**config.mk**
```make
export PLATFORM = sky130hd
export DESIGN_NAME = byte_permute_unit
export DESIGN_NICKNAME = d
export VERILOG_FILES = /design/src/rtl/bsx_pkg.sv /design/src/rtl/bsx_lane_pick.sv /design/src/rtl/bsx_bit_mirror.sv /design/src/rtl/bsx_decode.sv /design/src/rtl/byte_permute_unit.sv
export SDC_FILE = /design/constraint.sdc
export NUM_CORES = 1
export LEC_CHECK = 0
export BUFFER_PORTS_ARGS = -buffer_cell sky130_fd_sc_hd__buf_2
export CAP_MARGIN = 20
export CORE_MARGIN = 3
export CORE_UTILIZATION = 55
export CTS_CLUSTER_DIAMETER = 50
export DETAILED_ROUTE_END_ITERATION = 8
export PLACE_DENSITY_LB_ADDON = 0.1
export SETUP_SLACK_MARGIN = 0.02
export SLEW_MARGIN = 5
export SYNTH_ARGS = -nofsm -noshare
export SYNTH_HDL_FRONTEND = slang
export SYNTH_HIERARCHICAL = 1
export SYNTH_SLANG_ARGS = --single-unit
export TNS_END_PERCENT = 20
```
**constraint.sdc**
```tcl
create_clock -name clk -period 3 [get_ports clk]
set_input_delay 0.3 -clock clk [delete_from_list [all_inputs] [get_ports clk]]
set_output_delay 0.3 -clock clk [all_outputs]
set_load 0.005 [all_outputs]
```
**src/rtl/bsx_pkg.sv**
```systemverilog
package bsx_pkg;
    typedef enum logic [1:0] {
        ST_IDLE,
        ST_RESULT,
        ST_TRAP
    } stage_e;

    localparam int          SUBOP_BITS    = 7;
    localparam logic [6:0]  SUBOP_PERMUTE = 7'h07;
endpackage

```
**src/rtl/bsx_lane_pick.sv**
```systemverilog
module bsx_lane_pick #(
    parameter int LANE_W = 8,
    parameter int LANES  = 4,
    parameter int SEL_W  = $clog2(LANES)
) (
    input  logic [LANES*LANE_W-1:0] src,
    input  logic [SEL_W-1:0]        sel,
    output logic [LANE_W-1:0]       lane_out
);
    always_comb begin
        lane_out = '0;
        for (int i = 0; i < LANES; i++) begin
            if (sel == SEL_W'(i)) lane_out = src[i*LANE_W +: LANE_W];
        end
    end
endmodule

```
**src/rtl/bsx_bit_mirror.sv**
```systemverilog
module bsx_bit_mirror #(
    parameter int LANE_W = 8
) (
    input  logic              en,
    input  logic [LANE_W-1:0] d,
    output logic [LANE_W-1:0] q
);
    logic [LANE_W-1:0] flipped;

    for (genvar b = 0; b < LANE_W; b++) begin : g_bit
        assign flipped[b] = d[LANE_W-1-b];
    end

    assign q = en ? flipped : d;
endmodule

```
**src/rtl/bsx_decode.sv**
```systemverilog
module bsx_decode #(
    parameter int                 SUBOP_W = 7,
    parameter logic [SUBOP_W-1:0] CODE    = 7'h07
) (
    input  logic               valid,
    input  logic               feat_en,
    input  logic [SUBOP_W-1:0] subop,
    output logic               accept,
    output logic               reject
);
    logic is_code;
    assign is_code = (subop == CODE);
    assign accept  = valid && is_code && feat_en;
    assign reject  = valid && !(is_code && feat_en);
endmodule

```
**src/rtl/byte_permute_unit.sv**
```systemverilog
module byte_permute_unit
    import bsx_pkg::*;
#(
    parameter int LANE_W  = 8,
    parameter int LANES   = 4,
    parameter int IDX_W   = 4,
    parameter int SUBOP_W = SUBOP_BITS,
    localparam int DATA_W = LANES * LANE_W,
    localparam int SEL_W  = $clog2(LANES),
    localparam int IMM_W  = LANES * SEL_W + 1
) (
    input  logic               clk,
    input  logic               rst,
    input  logic               in_valid,
    input  logic               in_feat_en,
    input  logic [SUBOP_W-1:0] in_subop,
    input  logic [IMM_W-1:0]   in_imm,
    input  logic [DATA_W-1:0]  in_src,
    input  logic [IDX_W-1:0]   in_dst,
    output logic               out_valid,
    output logic               out_trap,
    output logic [DATA_W-1:0]  out_data,
    output logic [IDX_W-1:0]   out_dst
);
    localparam logic [SUBOP_W-1:0] PERMUTE_CODE = SUBOP_W'(SUBOP_PERMUTE);

    logic              do_accept;
    logic              do_reject;
    logic              mirror_on;
    logic [DATA_W-1:0] permuted;
    stage_e            state_q;
    stage_e            state_d;

    bsx_decode #(.SUBOP_W(SUBOP_W), .CODE(PERMUTE_CODE)) u_dec (
        .valid   (in_valid),
        .feat_en (in_feat_en),
        .subop   (in_subop),
        .accept  (do_accept),
        .reject  (do_reject)
    );

    assign mirror_on = in_imm[IMM_W-1];

    for (genvar k = 0; k < LANES; k++) begin : g_lane
        logic [LANE_W-1:0] picked;

        bsx_lane_pick #(.LANE_W(LANE_W), .LANES(LANES), .SEL_W(SEL_W)) u_pick (
            .src      (in_src),
            .sel      (in_imm[k*SEL_W +: SEL_W]),
            .lane_out (picked)
        );

        bsx_bit_mirror #(.LANE_W(LANE_W)) u_mirror (
            .en (mirror_on),
            .d  (picked),
            .q  (permuted[k*LANE_W +: LANE_W])
        );
    end

    // next-state: accept / reject / drain, identical from every state
    always_comb begin
        state_d = ST_IDLE;
        unique case (state_q)
            ST_IDLE, ST_RESULT, ST_TRAP: begin
                if (do_accept)      state_d = ST_RESULT;
                else if (do_reject) state_d = ST_TRAP;
                else                state_d = ST_IDLE;
            end
            default: state_d = ST_IDLE;
        endcase
    end

    // state register
    always_ff @(posedge clk) begin
        if (rst) state_q <= ST_IDLE;
        else     state_q <= state_d;
    end

    // output registers
    always_ff @(posedge clk) begin
        if (rst) begin
            out_data <= '0;
            out_dst  <= '0;
        end else begin
            if (do_accept) out_data <= permuted;
            if (in_valid)  out_dst  <= in_dst;
        end
    end

    assign out_valid = (state_q == ST_RESULT);
    assign out_trap  = (state_q == ST_TRAP);
endmodule

```
==> key figures <==
Critical path
  – Nature of the critical path startpoint: input pin
  – CP Launch Point: in_subop[4]
  – Number of buffers and inverters on the critical path: 2
  – Critical path cell sequence: buf_2, and4bb_1, and3_2, buf_4, mux2i_1, nor2_1
  – CP max FO: 16
  – Classification of the worst setup path: input pin to flop
  – Endpoint class of the critical path: flop
  – Cell with the largest stage delay on the worst path: and3_2
  – Required @ worst endpoint: 3140 ps
  – Crit path arrival time: 1720 ps
  – Crit-path leading delay family: simple AND/OR/NAND/NOR gates
  – Maximum single-stage delay on the critical path: 470 ps
  – R2R Path Start: state_q[1]

Clocking
  – Clock tree from TritonCTS: built
  – Sink Count: 38
  – Number of buffers created by CTS: 5
  – Reg clk slew, reported paths: 80 ps
  – H-Tree Depth: 2
  – Post-CTS setup buffer count: 0
  – Gates resized, CTS repair: 0
  – Clock root buffer: clkbuf_8
  – Skew-Pair Late Insertion Delay: 280 ps
  – Number of buffers on the longest clock path: 2
  – Post-CTS Hold Buffers: 0

Min path
  – Path type of the worst min-delay path: input pin to flop
  – Min-Delay Startpoint: in_dst[0]

Synthesis
  – Distinct cells, synth: 18
  – Post-Synthesis Net Count: 260
  – Synthesized instance count: 204
  – Post-synth design cell area: 2740 µm²
  – Biggest area contributors in the synthesized netlist: dfxtp_1, mux4_2, mux2_4, mux2i_1, nor2_1
  – Synthesis-stage register bit count: 38
  – Yosys top cell by area: dfxtp_1
  – Mean Syn Cell Area: 13.4 µm²
  – Area share of the leading cell type in the synthesized netlist: 0.278
  – Yosys warns: 6
  – Seq/Total Area, Yosys: 0.278

Detailed routing
  – DR vias: 2005
  – Wire length per cell: 17.1 µm
  – Average vias per placed instance: 5.70
  – Initial DRC count: 116
  – Number of routed nets with antenna violations: 0
  – DRC Markers: 0
  – Drt total wl: 6.02 mm
  – Drt first pass iters: 4

Floorplan
  – Core area: 4750 µm²
  – Die Outline Area: 5860 µm²
  – Row cnt: 25
  – Number of primary I/O pins: 94
  – Vertical extent of the die: 76.5 µm
  – Die width: 76.5 µm
  – Effective utilization at floorplan: 0.575

STA
  – Timing-limited maximum frequency: 0.635 GHz
  – Number of pins exceeding their max-slew limit in the final report: 0
  – Min Tclk post-route: 1580 ps
  – Unrepaired setup endpoints after global routing: no
  – Transition time at the pin with the least slew margin: 968 ps
  – Share of the cycle needed by the critical path after routing: 0.525
  – Setup Viol. Count Final: 0
  – Final hold violation count: 0
  – Worst relative slew slack: 0.355
  – Worst Skew: 0.0526 ps
  – Aggregate negative setup slack: 0 ps

Global route
  – GRT met2 Usage: 0.335
  – GRT met1 Usage: 0.286
  – Remaining Overflow, GRT: 0
  – Global routing met3 resource utilization: 0.0508
  – Pin count of the biggest net entering global routing: 38
  – Via count of the first global-routing pass: 1958
  – Global-route wire length before repair: 9.83 mm
  – Overall routing resource usage: 0.209
  – Number of antenna violations at the first check in global routing: 0
  – Busiest grt layer: met2

Finish
  – Leading cell type in the layout, fill and taps excluded: buf_2
  – Share of cells above drive strength 1: 0.586
  – Number of fillers in the final layout: 393
  – Area occupied by multi-input gates: 1770 µm²
  – Final cell area excluding filler cells: 3170 µm²
  – Most frequent cells in the layout: buf_2, dfxtp_1, mux2i_1, nor2_1
  – Final net count: 341
  – Number of antenna cells inserted: 0
  – Area occupied by registers: 761 µm²
  – Area growth from synthesis to final layout: 16.0%

Place
  – Detailed placer's ending HPWL: 4.81 mm
  – Quantity of I/O buffers inserted on ports: 93
  – Routability Congestion: 0.832
  – Standard cell area after detailed placement: 3090 µm²

Outcome
  – Run status: finished, final reports clean

Power and ir drop
  – Static Leakage: 0.00142 µW
  – Peak supply drop: 0.000193 V
  – Power density over the cells: 359 nW/µm²

Flow run
  – Max cap viols: 0
[state kept, by name (all words and copies together), names as in the netlist]
name / cells
out_data: 32
state_q: 2
out_dst: 4
[area by class of cell]
type                       count  share of cell area
multi-input combinational    145               0.558
clock inverter                 2             0.00315
clock buffer                   5              0.0217
tap                           67              0.0264
timing repair buffer          95               0.151
sequential                    38               0.240
[power by group]
part	internal, µW	switching [µW]	total, µW	leakage [µW]
clock network	156	169	325	0.0000438
logic	184	119	303	0.00106
registers	509	2.20	511	0.000307
[cells in the mapped netlist]
master	number
and2_1	1
mux2i_1	36
nor2_1	36
a21boi_0	1
buf_4	1
mux4_2	32
buf_6	9
nor2b_1	2
a21oi_1	1
mux2_4	32
and4bb_1	2
dfxtp_1	38
and3_1	1
clkbuf_2	5
buf_12	3
and3b_1	1
buf_2	1
clkbuf_1	2
[worst reg2reg max path, stage by stage (launching register included)]
cell	delay (ps)
dfxtp_1	360
a21oi_1	80
and3b_1	210
[worst paths after layout]
check                 end  slack [ps]  cells past startpoint
max          out_data[12]        1420                      6
min            out_dst[0]         250                      3
max reg2reg    state_q[1]        2250                      2
min reg2reg  out_data[24]         490                      2
[per-stage QoR]
step	utilization	total power (µW)	std cells	hold slack (ps)	setup slack (ps)
global route	0.667	1190	352	260	1310
floorplan	-	753	204	447	1500
CTS	0.667	1150	352	246	1430
detailed placement	0.651	826	345	478	1130
finish	0.667	1140	352	252	1420
global placement	0.651	821	345	471	1170
[per-layer routing]
layer	up-vias	part of all wire
li1	930	-
met1	975	0.42
met2	96	0.48
met3	4	0.093
met4	0	0.0085
met5	-	0
[cells by family (layout without fill, tap and decap cells)]
kind of cell           Yosys count  after routing  synth area share
flip-flops                      38             38             0.278
AO/OA/AOI/OAI                    2              2           0.00457
buffers and inverters           21            102            0.0755
AND/OR/NAND/NOR                 43             43            0.0709
multiplexers                   100            100             0.571
No activity file was read; power rests on OpenSTA's default activity.
